==> src/rtl/seg_pkg.sv <==
package seg_pkg;

    typedef enum logic [1:0] {
        ACC_READ  = 2'd0,
        ACC_WRITE = 2'd1,
        ACC_FETCH = 2'd2,
        ACC_RSVD  = 2'd3
    } acc_kind_e;

    localparam int PERM_W   = 3;
    localparam int PERM_RD  = 0;
    localparam int PERM_WR  = 1;
    localparam int PERM_EX  = 2;

    typedef enum logic [1:0] {
        RSP_IDLE  = 2'd0,
        RSP_PASS  = 2'd1,
        RSP_FAULT = 2'd2
    } rsp_state_e;

endpackage

==> src/rtl/seg_table.sv <==
module seg_table #(
    parameter int SEG_W = 3,
    parameter int PA_W  = 16,
    parameter int LIM_W = 13
) (
    input  logic                     clk,
    input  logic                     rst_n,
    input  logic                     wr_en,
    input  logic [SEG_W-1:0]         wr_idx,
    input  logic [PA_W-1:0]          wr_base,
    input  logic [LIM_W-1:0]         wr_limit,
    input  logic [seg_pkg::PERM_W-1:0] wr_perm,
    input  logic [SEG_W-1:0]         rd_idx,
    output logic [PA_W-1:0]          rd_base,
    output logic [LIM_W-1:0]         rd_limit,
    output logic [seg_pkg::PERM_W-1:0] rd_perm
);
    localparam int N_SEG = 1 << SEG_W;

    logic [PA_W-1:0]            base_q  [N_SEG];
    logic [LIM_W-1:0]           limit_q [N_SEG];
    logic [seg_pkg::PERM_W-1:0] perm_q  [N_SEG];

    for (genvar g = 0; g < N_SEG; g++) begin : g_entry
        always_ff @(posedge clk or negedge rst_n) begin
            if (!rst_n) begin
                base_q[g]  <= '0;
                limit_q[g] <= '0;
                perm_q[g]  <= '0;
            end else if (wr_en && (wr_idx == SEG_W'(g))) begin
                base_q[g]  <= wr_base;
                limit_q[g] <= wr_limit;
                perm_q[g]  <= wr_perm;
            end
        end
    end

    assign rd_base  = base_q[rd_idx];
    assign rd_limit = limit_q[rd_idx];
    assign rd_perm  = perm_q[rd_idx];

endmodule

==> src/rtl/seg_check.sv <==
module seg_check
    import seg_pkg::*;
#(
    parameter int SEG_W = 3,
    parameter int OFS_W = 12,
    parameter int PA_W  = 16,
    parameter int LIM_W = 13
) (
    input  logic               priv,
    input  acc_kind_e          kind,
    input  logic [SEG_W-1:0]   seg,
    input  logic [OFS_W-1:0]   ofs,
    input  logic [PA_W-1:0]    base,
    input  logic [LIM_W-1:0]   limit,
    input  logic [PERM_W-1:0]  perm,
    output logic               fault,
    output logic [PA_W-1:0]    pa
);
    localparam int LA_W = SEG_W + OFS_W;

    logic in_bound;
    logic kind_ok;

    always_comb begin
        in_bound = (LIM_W'(ofs) < limit);
        unique case (kind)
            ACC_READ:  kind_ok = perm[PERM_RD];
            ACC_WRITE: kind_ok = perm[PERM_WR];
            ACC_FETCH: kind_ok = perm[PERM_EX];
            default:   kind_ok = 1'b0;
        endcase
        if (priv) begin
            fault = 1'b0;
            pa    = PA_W'({seg, ofs});
        end else begin
            fault = !(in_bound && kind_ok);
            pa    = base + PA_W'(ofs);
        end
    end

endmodule

==> src/rtl/seg_xlate.sv <==
module seg_xlate
    import seg_pkg::*;
#(
    parameter int SEG_W = 3,
    parameter int OFS_W = 12,
    parameter int PA_W  = 16
) (
    input  logic               clk,
    input  logic               rst_n,
    input  logic               priv_i,
    input  logic               cfg_we_i,
    input  logic [SEG_W-1:0]   cfg_idx_i,
    input  logic [PA_W-1:0]    cfg_base_i,
    input  logic [OFS_W:0]     cfg_limit_i,
    input  logic [2:0]         cfg_perm_i,
    input  logic               req_valid_i,
    input  logic [1:0]         req_kind_i,
    input  logic [SEG_W-1:0]   req_seg_i,
    input  logic [OFS_W-1:0]   req_ofs_i,
    output logic               rsp_valid_o,
    output logic [PA_W-1:0]    rsp_pa_o,
    output logic               fault_o,
    output logic               priv_err_o
);
    localparam int LIM_W = OFS_W + 1;

    logic [PA_W-1:0]   ent_base;
    logic [LIM_W-1:0]  ent_limit;
    logic [PERM_W-1:0] ent_perm;
    logic              chk_fault;
    logic [PA_W-1:0]   chk_pa;
    logic              cfg_ok;

    rsp_state_e        state_q, state_d;
    logic [PA_W-1:0]   pa_q;
    logic              perr_q;

    assign cfg_ok = cfg_we_i && priv_i;

    seg_table #(.SEG_W(SEG_W), .PA_W(PA_W), .LIM_W(LIM_W)) u_table (
        .clk      (clk),
        .rst_n    (rst_n),
        .wr_en    (cfg_ok),
        .wr_idx   (cfg_idx_i),
        .wr_base  (cfg_base_i),
        .wr_limit (cfg_limit_i),
        .wr_perm  (cfg_perm_i),
        .rd_idx   (req_seg_i),
        .rd_base  (ent_base),
        .rd_limit (ent_limit),
        .rd_perm  (ent_perm)
    );

    seg_check #(.SEG_W(SEG_W), .OFS_W(OFS_W), .PA_W(PA_W), .LIM_W(LIM_W)) u_check (
        .priv  (priv_i),
        .kind  (acc_kind_e'(req_kind_i)),
        .seg   (req_seg_i),
        .ofs   (req_ofs_i),
        .base  (ent_base),
        .limit (ent_limit),
        .perm  (ent_perm),
        .fault (chk_fault),
        .pa    (chk_pa)
    );

    // next-state selection
    always_comb begin
        unique case (state_q)
            RSP_IDLE, RSP_PASS, RSP_FAULT: begin
                if (!req_valid_i)   state_d = RSP_IDLE;
                else if (chk_fault) state_d = RSP_FAULT;
                else                state_d = RSP_PASS;
            end
            default: state_d = RSP_IDLE;
        endcase
    end

    // state and data registers
    always_ff @(posedge clk or negedge rst_n) begin
        if (!rst_n) begin
            state_q <= RSP_IDLE;
            pa_q    <= '0;
            perr_q  <= 1'b0;
        end else begin
            state_q <= state_d;
            pa_q    <= (state_d == RSP_PASS) ? chk_pa : '0;
            perr_q  <= cfg_we_i && !priv_i;
        end
    end

    // outputs
    always_comb begin
        unique case (state_q)
            RSP_PASS: begin
                rsp_valid_o = 1'b1;
                fault_o     = 1'b0;
            end
            RSP_FAULT: begin
                rsp_valid_o = 1'b1;
                fault_o     = 1'b1;
            end
            default: begin
                rsp_valid_o = 1'b0;
                fault_o     = 1'b0;
            end
        endcase
        rsp_pa_o   = pa_q;
        priv_err_o = perr_q;
    end

endmodule

==> config.mk <==
export PLATFORM = sky130hd
export DESIGN_NAME = seg_xlate
export DESIGN_NICKNAME = d
export VERILOG_FILES = /design/src/rtl/seg_pkg.sv /design/src/rtl/seg_table.sv /design/src/rtl/seg_check.sv /design/src/rtl/seg_xlate.sv
export SDC_FILE = /design/constraint.sdc
export NUM_CORES = 1
export LEC_CHECK = 0
export BUFFER_PORTS_ARGS = -buffer_cell sky130_fd_sc_hd__buf_4
export CORE_ASPECT_RATIO = 0.75
export CORE_MARGIN = 2
export CORE_UTILIZATION = 35
export CTS_BUF_LIST = sky130_fd_sc_hd__clkbuf_16
export DETAILED_ROUTE_END_ITERATION = 12
export HOLD_SLACK_MARGIN = 0.06
export PLACE_DENSITY = 0.5
export SLEW_MARGIN = 20
export SYNTH_ARGS = -nofsm -noshare
export SYNTH_HDL_FRONTEND = slang
export SYNTH_HIERARCHICAL = 1
export SYNTH_SLANG_ARGS = --single-unit
==> constraint.sdc <==
create_clock -name clk -period 3.7 [get_ports clk]
set_input_delay 0.37 -clock clk [delete_from_list [all_inputs] [get_ports clk]]
set_output_delay 0.37 -clock clk [all_outputs]
set_load 0.05 [all_outputs]
==> results of run 1 <==
-- logic make-up (layout without fill, tap and decap cells) --
group	after synthesis	after routing
buf+inv	75	186
fa+ha+maj	26	26
xor+xnor	6	6
mux	356	356
flops	275	275
compound gates	61	61
simple gates	79	79
-- power by group through the flow --
stage | Clock [mW] | Combinational, mW | Sequential [mW]
detailed placement | 0 | 2.21 | 4.05
global route | 3.07 | 2.40 | 4.08
global placement | 0 | 2.18 | 4.05
CTS | 2.93 | 2.22 | 4.00
finish | 2.84 | 2.20 | 4.00
floorplan | 0 | 1.57 | 4.01
-- placed cells by master (no fill, tap or decap), types with 2 or more instances in the layout --
cell type	netlist	routed
buf_4	13	107
nand4_1	3	3
xor2_1	2	2
nor2_1	4	4
mux4_2	24	24
nand3_1	7	7
o21a_1	2	2
a31oi_1	4	4
clkinv_1	0	7
mux2_2	281	281
o211ai_1	2	2
bufinv_16	0	3
nand4b_1	4	4
clkbuf_16	0	29
mux4_1	40	40
and3_1	2	2
a21o_1	10	10
dlygate4sd3_1	0	2
nor4bb_4	1	4
dfrtp_1	275	275
buf_12	0	6
ha_1	25	25
and2_1	3	3
o31ai_1	7	6
and4bb_2	8	8
nor2b_1	3	3
nand2_1	17	17
inv_1	17	27
mux2_1	10	10
o21ai_0	11	11
nor4bb_2	7	7
a221oi_1	2	2
a21oi_1	7	7
a21boi_0	2	2
nor3_1	7	7
xnor2_1	4	4
clkinvlp_4	0	2
-- final timing paths --
| kind | startpoint | to | slack [ns] | cells past startpoint |
|---|---|---|---|---|
| max | u_table/base_q[64] | rsp_pa_o[10] | 0.32 | 10 |
| min | cfg_limit_i[9] | u_table/limit_q[48] | 0.09 | 2 |
| max reg2reg | u_table/base_q[64] | rsp_pa_o[10] | 0.32 | 10 |
| min reg2reg | u_table/limit_q[48] | u_table/limit_q[48] | 0.48 | 1 |
| max in group asynchronous | rst_n | u_table/limit_q[37] | 2.45 | 3 |
| min in group asynchronous | rst_n | u_table/limit_q[96] | 0.35 | 2 |
-- state kept, by name, summed over array words and instances, names as in the netlist --
name             cells
state_q              2
u_table/perm_q      24
rsp_pa_o            16
priv_err_o           1
u_table/limit_q    104
u_table/base_q     128
-- timing repair --
item / 4_1_cts / 5_1_grt
hold buffers: 2 / 0
endpoints found under the setup margin: 0 / 0
endpoints found under the hold margin: 64 / 0
-- final cells by class --
type	count	area share, %
Inverter	17	0.403
Tap cell	512	4.04
Clock buffer	29	4.58
Timing Repair Buffer	116	6.05
Sequential cell	275	43.4
Multi-Input combinational cell	528	40.4
Clock inverter	24	1.15
-- metrics by stage --
| stage | TNS [ns] | setup WS (ns) | util [%] |
|---|---|---|---|
| 6_report | 0 | 0.317 | 41.3 |
| 3_3_place_gp | -0.0362 | -0.0362 | 38.9 |
| 4_1_cts | 0 | 0.370 | 41.3 |
| 5_1_grt | 0 | 0.213 | 41.3 |
| 2_1_floorplan | 0 | 0.388 | - |
| 3_5_place_dp | -0.128 | -0.0765 | 38.9 |
-- worst reg2reg max path, cell delays in order, from the launching register on --
cell      delay (ns)
dfrtp_1         0.37
mux4_1          0.49
mux2_2          0.29
ha_1            0.21
fa_1            0.42
a21o_1          0.20
a31oi_1         0.31
o31ai_1         0.15
xnor2_1         0.13
o21ai_0         0.37
nor4bb_2        0.35
-- per-layer routing --
layer	routed length, um	part of all wire [%]	track usage (%)
met1	16800	51	25.7
met5	12	0.036	0
met4	589	1.8	3.15
met3	1260	3.8	2.86
met2	14500	44	24.7
==> results_dict.tcl, run 1 <==
set metrics [dict create \
    swShare_pct 27.6 \
    wirelength_um 33100 \
    cts_tree "yes" \
    crit_chain "mux4_1 -> mux2_2 -> ha_1 -> fa_1 -> a21o_1 -> a31oi_1 -> o31ai_1 -> xnor2_1 -> o21ai_0 -> nor4bb_2" \
    cts_setup_buffers 0 \
    grt_first_pass_wirelength_um 51900 \
    grt_pass1_vias 8088 \
    slew_violations 0 \
    critPathKind "flip-flop to flip-flop" \
    hold_viol_final 0 \
    grt_setup_unrepaired "no" \
    synth_top_area_share_pct 50.3 \
    worst_pin_slew_ns 0.793 \
    num_rows 62 \
    placed_cell_area_um2 14900 \
    area.sequential_um2 6880 \
    startpoint_type "flip-flop" \
    synth-edff-count 0 \
    clk_path_buf_depth 3 \
    synth_mux_area_share_pct 35.7 \
    cp_num_buf_inv 0 \
    outcome "finished, final reports clean" \
    post-route-drc-count 0 \
    p_clk_share_pct 31.4 \
    antenna_found_initial 1 \
    drt_iter0_markers 557 \
    required_ns 4.16 \
    die_y_um 175 \
    overflow 0 \
    synthAdderAreaFrac_pct 2.43 \
    critPathMaxFanout 3 \
    cts.repair.resized 0 \
    arrival_ns 3.85 \
    dp.cells 1446 \
    root_buffer "clkbuf_16" \
    p_sw_mw 2.50 \
    critPathCaptureType "flip-flop" \
    synth-seq-cells 275 \
    crit_slowest_cell "mux4_1" \
    synth-xor-area-share_pct 0.384 \
    drive_gt1_share_pct 49.0 \
    worst_hold_slack_ns 0.0920 \
    hpwl_um 20600 \
    ioPinCount 76 \
    vdd_drop_max_mv 0.338 \
    netlist_area_um2 13700 \
    nets 1050 \
    grt_max_degree 90 \
    antenna_left 0 \
    clk_latency_ns 0.56 \
    routedWlPerCell_um 22.1 \
    yosysUniqueCellTypes 63 \
    finalPower_mw 9.04 \
    clock_sinks 275 \
    yosys-top-cells-count "281 x mux2_2, 275 x dfrtp_1, 40 x mux4_1" \
    max_stage_delay_ns 0.49 \
    relSlewSlack_pct 47.1 \
    n_fill_cell 3512 \
    synthSimpleGateAreaFrac_pct 4.51 \
    track_usage_pct 16.7 \
    core_um2 38400 \
    power_density_nw_per_um2 570 \
    numCtsBuffers 29 \
    cpLargestDelayFamily "compound AO/OA/AOI/OAI gates" \
    clock.fmax_mhz 296 \
    p_leak_nw 7.05 \
    async_flop_share_pct 100 \
    synth.avg_cell_area_um2 15.6 \
    synth_ff_type "dfrtp_1" \
    cap_violations 0 \
    syn_to_final_growth_pct 16.0 \
    ys_warn_count 6 \
    fin_cells 1501 \
    via_per_inst 5.26 \
    num_vias 7897 \
    start_util_pct 35.6 \
    gp_congestion 0.784 \
    htree_levels 1 \
    yosys-top-cells-area "dfrtp_1 50%, mux2_2 23%, mux4_1 7.7%" \
    clk_pin_slew_ns 0.07 \
    synth_top_family_by_area "multiplexers" \
    drt-pass1-iter-count 4 \
    multi_input_area_um2 6400 \
    synth_most_common_cell "mux2_2" \
    pwr-share-comb_pct 24.4 \
    syn-num-nets 961 \
    synth_compound_area_share_pct 3.43 \
    clock-skew-final_ns 0.00846 \
    finalInstanceArea_um2 15900 \
    seq_area_frac_synth_pct 50.3 \
    internal_power_mw 6.54 \
    synth.largest_area_cell "dfrtp_1" \
    fp.dieW_um 232 \
    pwr-share-seq_pct 44.2 \
    diodes 0 \
    period_needed_ns 3.38 \
    finalSetupViolCount 0 \
    die-area_um2 40700 \
    syn_inst 878 \
    min_path_type "primary input to flip-flop" \
    fin_crit_sh_pct 91.4 \
    numPortBuffers 75 \
]
(Power assumes the default switching activity.)
==> inputs of run 2 (changes only) <==
--- a/config.mk
+++ b/config.mk
@@ -5,14 +5,17 @@
 export SDC_FILE = /design/constraint.sdc
 export NUM_CORES = 1
 export LEC_CHECK = 0
+export ABC_AREA = 1
 export BUFFER_PORTS_ARGS = -buffer_cell sky130_fd_sc_hd__buf_4
+export CELL_PAD_IN_SITES_DETAIL_PLACEMENT = 1
+export CELL_PAD_IN_SITES_GLOBAL_PLACEMENT = 1
 export CORE_ASPECT_RATIO = 0.75
 export CORE_MARGIN = 2
 export CORE_UTILIZATION = 35
 export CTS_BUF_LIST = sky130_fd_sc_hd__clkbuf_16
 export DETAILED_ROUTE_END_ITERATION = 12
 export HOLD_SLACK_MARGIN = 0.06
-export PLACE_DENSITY = 0.5
+export PLACE_DENSITY = 0.64
 export SLEW_MARGIN = 20
 export SYNTH_ARGS = -nofsm -noshare
 export SYNTH_HDL_FRONTEND = slang
==> constraint.sdc (replaced) <==
create_clock -name clk -period 3.35 [get_ports clk]
set_input_delay 0.335 -clock clk [delete_from_list [all_inputs] [get_ports clk]]
set_output_delay 0.335 -clock clk [all_outputs]
set_load 0.05 [all_outputs]
==> run 2 against run 1 <==
  * Critical path depth increased by 9
  * Area after synthesis up 6.4%
  * Clock skew increased by 0.0043 ns
  * Sequential power up 7.5%
  * Via count rose by 62%
  * Fmax rose by 30%
  * Global-route usage increased by 5.1 points
  * Clock power grew 15%
  * Core utilization up 0.33 points
  * Register-to-register slack better by 0.43 ns
  * Largest cell class unchanged
  * Highest routed layer is now met4
==> results_dict.tcl, run 2 <==
set metrics [dict create \
    num_rows 64 \
    diodes 0 \
    cap_violations 0 \
    required_ns 3.84 \
    fin_crit_sh_pct 77.7 \
    period_needed_ns 2.60 \
    swShare_pct 31.6 \
    top_regs "u_table/base_q x128, u_table/limit_q x104, u_table/perm_q x24" \
    seq_area_frac_synth_pct 47.3 \
    root_buffer "clkbuf_16" \
    syn_to_final_growth_pct 17.1 \
    startpoint_type "flip-flop" \
    cts.repair.resized 0 \
    pwr-share-comb_pct 22.1 \
    syn_inst 2055 \
    numCtsBuffers 31 \
    cts_tree "yes" \
    async_flop_share_pct 100 \
    grt_setup_unrepaired "no" \
    yosys-top-cells-count "783 x nand2_1, 375 x inv_1, 275 x dfrtp_1" \
    die-area_um2 43200 \
    drt-pass1-iter-count 4 \
    fin_cells 2702 \
    regMostFlops "u_table/base_q" \
    arrival_ns 3.09 \
    antenna_left 0 \
    outcome "finished, final reports clean" \
    critPathCaptureType "flip-flop" \
    finalSetupViolCount 0 \
    grt_first_pass_wirelength_um 74600 \
    r2r_start "u_table/limit_q[28]" \
    final_cell_mix "782 x nand2_1, 376 x inv_1, 275 x dfrtp_1, 261 x o21ai_0, 150 x nand3_1" \
    drt_iter0_markers 583 \
    clock.fmax_mhz 384 \
    finalInstanceArea_um2 17000 \
    max_stage_delay_ns 0.38 \
    relSlewSlack_pct 40.7 \
    cp_num_buf_inv 5 \
    hpwl_um 27900 \
    track_usage_pct 21.8 \
    post-route-drc-count 0 \
    synth-edff-count 0 \
    hold_start "priv_i" \
    start_util_pct 35.5 \
    crit_start "u_table/limit_q[28]" \
    numPortBuffers 75 \
    syn-num-nets 2138 \
    die_y_um 181 \
    clk_path_buf_depth 3 \
    routedWlPerCell_um 16.7 \
    setup_tns_ns 0 \
    dp.cells 2618 \
    cts_hold_buffers 35 \
    pwr-share-seq_pct 44.2 \
    fp.dieW_um 239 \
    vdd_drop_max_mv 0.461 \
    clock_sinks 275 \
    internal_power_mw 6.66 \
    crit_slowest_cell "dfrtp_1" \
    num_vias 12800 \
    netlist_area_um2 14500 \
    grt_pass1_vias 13400 \
    synth-seq-cells 275 \
    p_leak_nw 9.31 \
    synth.avg_cell_area_um2 7.08 \
    p_clk_share_pct 33.7 \
    synth_top_area_share_pct 47.3 \
    power_density_nw_per_um2 571 \
    p_sw_mw 3.07 \
    synth_most_common_cell "nand2_1" \
    clk_pin_slew_ns 0.06 \
    slew_violations 0 \
    wirelength_um 45200 \
    antenna_found_initial 0 \
    synth.largest_area_cell "dfrtp_1" \
    htree_levels 1 \
    worst_pin_slew_ns 0.890 \
    synth_ff_type "dfrtp_1" \
    ioPinCount 76 \
    hold_viol_final 0 \
    yosys-top-cells-area "dfrtp_1 47%, nand2_1 20%, inv_1 9.7%" \
    overflow 0 \
    placed_cell_area_um2 15700 \
    critPathMostFrequentCell "nand2_1" \
    critPathMaxFanout 17 \
    gp_congestion 0.807 \
    via_per_inst 4.72 \
    ys_warn_count 6 \
    cts_setup_buffers 0 \
    nets 2208 \
    critPathKind "flip-flop to flip-flop" \
    final_common_cell "nand2_1" \
    largest_reg_flops 128 \
    clock-skew-final_ns 0.0128 \
    core_um2 40900 \
    cpLargestDelayFamily "simple AND/OR/NAND/NOR gates" \
    crit_chain "inv_1 -> nand2_1 -> nand3_1 -> nand2_1 -> nand2_1 -> nand2_1 -> inv_1 -> ha_1 -> nand2_1 -> inv_1 -> o21ai_0 -> nand3_1 -> nand2_1 -> nand3_1 -> nand2_1 -> inv_1 -> inv_1 -> nand3_4 -> nor2_1" \
    min_path_type "primary input to flip-flop" \
    grt_max_degree 85 \
    clk_latency_ns 0.58 \
    yosysUniqueCellTypes 33 \
    drive_gt1_share_pct 7.99 \
]
## run 2: per-stage QoR
| step | setup slack [ns] | hold WS [ns] | util, % | power, mW |
|---|---|---|---|---|
| 2_1_floorplan | 0.879 | 0.0394 | - | 5.77 |
| 3_3_place_gp | 0.413 | 0.408 | 38.5 | 6.39 |
| 3_5_place_dp | 0.364 | 0.407 | 38.5 | 6.49 |
| 4_1_cts | 0.752 | 0.0618 | 41.6 | 9.88 |
| 5_1_grt | 0.493 | 0.0948 | 41.6 | 10.4 |
| 6_report | 0.748 | 0.0929 | 41.6 | 9.73 |
## run 2: final cells by class
| type | instances | area, um2 |
|---|---|---|
| Clock buffer | 31 | 776 |
| Clock inverter | 18 | 161 |
| Fill cell | 5131 | 23900 |
| Inverter | 377 | 1420 |
| Multi-Input combinational cell | 1303 | 5820 |
| Sequential cell | 275 | 6880 |
| Tap cell | 561 | 702 |
| Timing Repair Buffer | 137 | 1270 |
## run 2: worst register-to-register path: stages (launching register included)
cell	delay, ns
dfrtp_1	0.38
inv_1	0.06
nand2_1	0.05
nand3_1	0.08
nand2_1	0.06
nand2_1	0.06
nand2_1	0.05
inv_1	0.15
ha_1	0.28
nand2_1	0.06
inv_1	0.04
o21ai_0	0.17
nand3_1	0.12
nand2_1	0.08
nand3_1	0.13
nand2_1	0.10
inv_1	0.07
inv_1	0.09
nand3_4	0.25
nor2_1	0.22
## run 2: path summary, 6_finish.rpt
check	to	slack [ns]	depth (start not counted)
max in group asynchronous	u_table/base_q[83]	2.20	3
worst min register to register	u_table/base_q[94]	0.48	2
min in group asynchronous	u_table/limit_q[33]	0.35	2
worst max register to register	rsp_pa_o[4]	0.75	19
worst min-delay path	priv_err_o	0.09	2
worst max-delay path	rsp_pa_o[4]	0.75	19
## run 2: per-layer routing
metal / part of all wire, % / vias up / track usage (%)
met5: 0 / - / 0
met4: 1.6 / 0 / 3.70
met1: 50 / 6242 / 31.1
met2: 46 / 122 / 36.0
met3: 2.6 / 49 / 2.57
li1: - / 6347 / -
## run 2: power groups by stage
stage               Clock, mW  Combinational, mW  Sequential [mW]
CTS                      3.39               2.18             4.30
finish                   3.27               2.15             4.30
detailed placement          0               2.13             4.36
floorplan                   0               1.44             4.33
global route             3.50               2.54             4.39
global placement            0               2.06             4.33
## run 2: logic make-up (layout without fill, tap and decap cells)
| family | Yosys count | after routing | synth area share (%) |
|---|---|---|---|
| AOI/OAI and AO/OA | 280 | 280 | 9.71 |
| adders and majority gates | 26 | 26 | 2.29 |
| buffers and inverters | 477 | 563 | 12.8 |
| xor gates and xnor gates | 1 | 1 | 0.0602 |
| DFF | 275 | 275 | 47.3 |
| and+or+nand+nor | 996 | 996 | 27.8 |
==> inputs of run 3 (changes only) <==
==> constraint.sdc (replaced) <==
create_clock -name clk -period 2.5 [get_ports clk]
set_input_delay 0.25 -clock clk [delete_from_list [all_inputs] [get_ports clk]]
set_output_delay 0.25 -clock clk [all_outputs]
set_load 0.05 [all_outputs]
==> run 3 against run 2 <==
  * Hold slack gained 0.0037 ns
  * Routed wire length grew 3.6%
  * Non-clock buffer count grew 71
  * Sequential share of layout area shrank 1.9 points
  * Clock skew shrank 0.0043 ns
  * Sequential cell count is the same
  * Highest routed layer unchanged
  * Count of clock-buffer cells in the layout is the same
  * Via count grew 1.7%
==> results_dict.tcl, run 3 (synthesized netlist as in run 2, its figures left out) <==
set metrics [dict create \
    grt_pass1_vias 13900 \
    grt_max_degree 66 \
    drt-pass1-iter-count 4 \
    max_stage_delay_ns 0.36 \
    setup_tns_ns 0 \
    clock.fmax_mhz 417 \
    pre_cts_slack_ns -0.240 \
    critPathCaptureType "flip-flop" \
    r2r_start "u_table/limit_q[37]" \
    startpoint_type "flip-flop" \
    clk_path_buf_depth 3 \
    endpoint "rsp_pa_o[4]" \
    wl_met3_um 1350 \
    num_rows 64 \
    antenna_left 0 \
    cpLargestDelayFamily "simple AND/OR/NAND/NOR gates" \
    numCtsBuffers 31 \
    reg2reg_to "rsp_pa_o[4]" \
    gp_congestion 0.821 \
    die-area_um2 43200 \
    clock_sinks 275 \
    slew_violations 0 \
    drt-met1-wl_um 23300 \
    die_y_um 181 \
    min_path_type "primary input to flip-flop" \
    finalPower_mw 13.4 \
    crit_chain "inv_1 -> nand2_1 -> nand3_1 -> nand2_1 -> nand2_1 -> nand2_1 -> inv_2 -> ha_1 -> inv_1 -> nor2_2 -> nand3_2 -> nor3_2 -> nand2_1 -> nand3_2 -> nand2_1 -> inv_1 -> inv_2 -> nand3_4 -> clkbuf_16 -> nor2_2" \
    critPathKind "flip-flop to flip-flop" \
    vdd_drop_max_mv 0.465 \
    wl_met2_um 21300 \
    hold_viol_final 0 \
    fin_cells 2783 \
    cts_tree "yes" \
    num_vias 13000 \
    core_um2 40900 \
    drive_gt1_share_pct 11.4 \
    worst_pin_slew_ns 0.799 \
    clk_latency_ns 0.58 \
    overflow 0 \
    hpwl_um 30900 \
    post-route-drc-count 0 \
    area.sequential_um2 6880 \
    routedWlPerCell_um 16.8 \
    regMostFlops "u_table/base_q" \
    rrSetupSlack_ns 0.10 \
    final_cell_mix "778 x nand2_1, 375 x inv_1, 275 x dfrtp_1, 258 x o21ai_0, 147 x nand3_1" \
    htree_levels 1 \
    cap_violations 0 \
    fp.dieW_um 239 \
    highest-signal-layer "met4" \
    required_ns 2.98 \
    arrival_ns 2.88 \
    outcome "finished, final reports clean" \
    wirelength_um 46800 \
    critPathMostFrequentCell "nand2_1" \
    p_leak_nw 9.72 \
    n_fill_cell 5089 \
    largest_reg_flops 128 \
    syn_to_final_growth_pct 23.0 \
    crit_start "u_table/limit_q[37]" \
    multi_input_area_um2 5870 \
    power_density_nw_per_um2 751 \
    numPortBuffers 75 \
    ioPinCount 76 \
    cp_num_cells 20 \
    grt_first_pass_wirelength_um 77300 \
    worst_hold_slack_ns 0.0967 \
    clock-skew-final_ns 0.00852 \
    setup_ws_ns 0.103 \
    dp.cells 2676 \
    via_per_inst 4.66 \
    worst-r2r-cell-count 20 \
    crit_slowest_cell "dfrtp_1" \
    start_util_pct 35.5 \
    critPathMaxFanout 7 \
    antenna_found_initial 2 \
    cp_num_buf_inv 6 \
    final_common_cell "nand2_1" \
    fin_crit_sh_pct 95.9 \
    drt_iter0_markers 691 \
    period_needed_ns 2.40 \
    clk_pin_slew_ns 0.06 \
    nets 2279 \
    relSlewSlack_pct 46.8 \
    root_buffer "clkbuf_16" \
    track_usage_pct 22.6 \
    top_regs "u_table/base_q x128, u_table/limit_q x104, u_table/perm_q x24" \
    finalSetupViolCount 0 \
]
run 3: cell count changes in the layout (fill, tap and decap cells not counted), sizes merged, moves of 2 or more:
cell / previous run / this run
inv: 379 / 381
clkinv: 12 / 18
buf: 102 / 162
diode: 0 / 2
dlygate4sd3: 35 / 45
run 3: area by class of cell:
| class | instances | area share (%) |
|---|---|---|
| clock inverters | 26 | 1.18 |
| clock buffers | 31 | 4.34 |
| diodes | 2 | 0.0280 |
| repair buffers | 208 | 11.3 |
| well taps | 561 | 3.92 |
| flip-flops and latches | 275 | 38.5 |
| multi-input cells | 1303 | 32.8 |
| inverters | 377 | 7.93 |
run 3: timing repair:
action	4_1_cts	5_1_grt
buffers inserted	0	2
setup endpoints to repair	0	17
endpoints found under the hold margin	208	0
gates resized for setup	0	25
hold buffers	45	0
run 3: worst reg2reg max path: stages, from the launching register on:
cell and delay, ns:
dfrtp_1 0.36, inv_1 0.05, nand2_1 0.09, nand3_1 0.08, nand2_1 0.06, nand2_1 0.05
nand2_1 0.09, inv_2 0.04, ha_1 0.28, inv_1 0.05, nor2_2 0.12, nand3_2 0.12
nor3_2 0.16, nand2_1 0.11, nand3_2 0.11, nand2_1 0.06, inv_1 0.09, inv_2 0.05
nand3_4 0.12, clkbuf_16 0.18, nor2_2 0.04
run 3: worst min path at each step:
stage	start	to	slack (ns)	cells past startpoint
detailed placement	rst_n	u_table/perm_q[13]	0.26	1
finish	req_ofs_i[8]	rsp_pa_o[8]	0.1	5
CTS	priv_i	rsp_pa_o[10]	0.06	5
global route	req_ofs_i[8]	rsp_pa_o[8]	0.10	5
global placement	rst_n	u_table/perm_q[7]	0.27	1
floorplan	rst_n	priv_err_o	-0.05	0
run 3: power breakdown:
| part | internal, mW | switching (mW) | total, mW |
|---|---|---|---|
| registers | 5.34 | 0.425 | 5.76 |
| logic | 1.21 | 1.90 | 3.11 |
| clock network | 2.64 | 1.92 | 4.55 |
run 3: through the flow:
| stage | area (um2) | util (%) |
|---|---|---|
| floorplan | 14500 | - |
| global placement | 16300 | 39.9 |
| detailed placement | 16300 | 39.9 |
| CTS | 17800 | 43.4 |
| global route | 17900 | 43.7 |
| finish | 17900 | 43.7 |
run 3: metal layers:
metal | global-route usage (%) | up-vias
met5 | 0 | -
met4 | 4.58 | 0
met3 | 2.65 | 53
met2 | 37.2 | 132
met1 | 32.1 | 6293
li1 | - | 6496
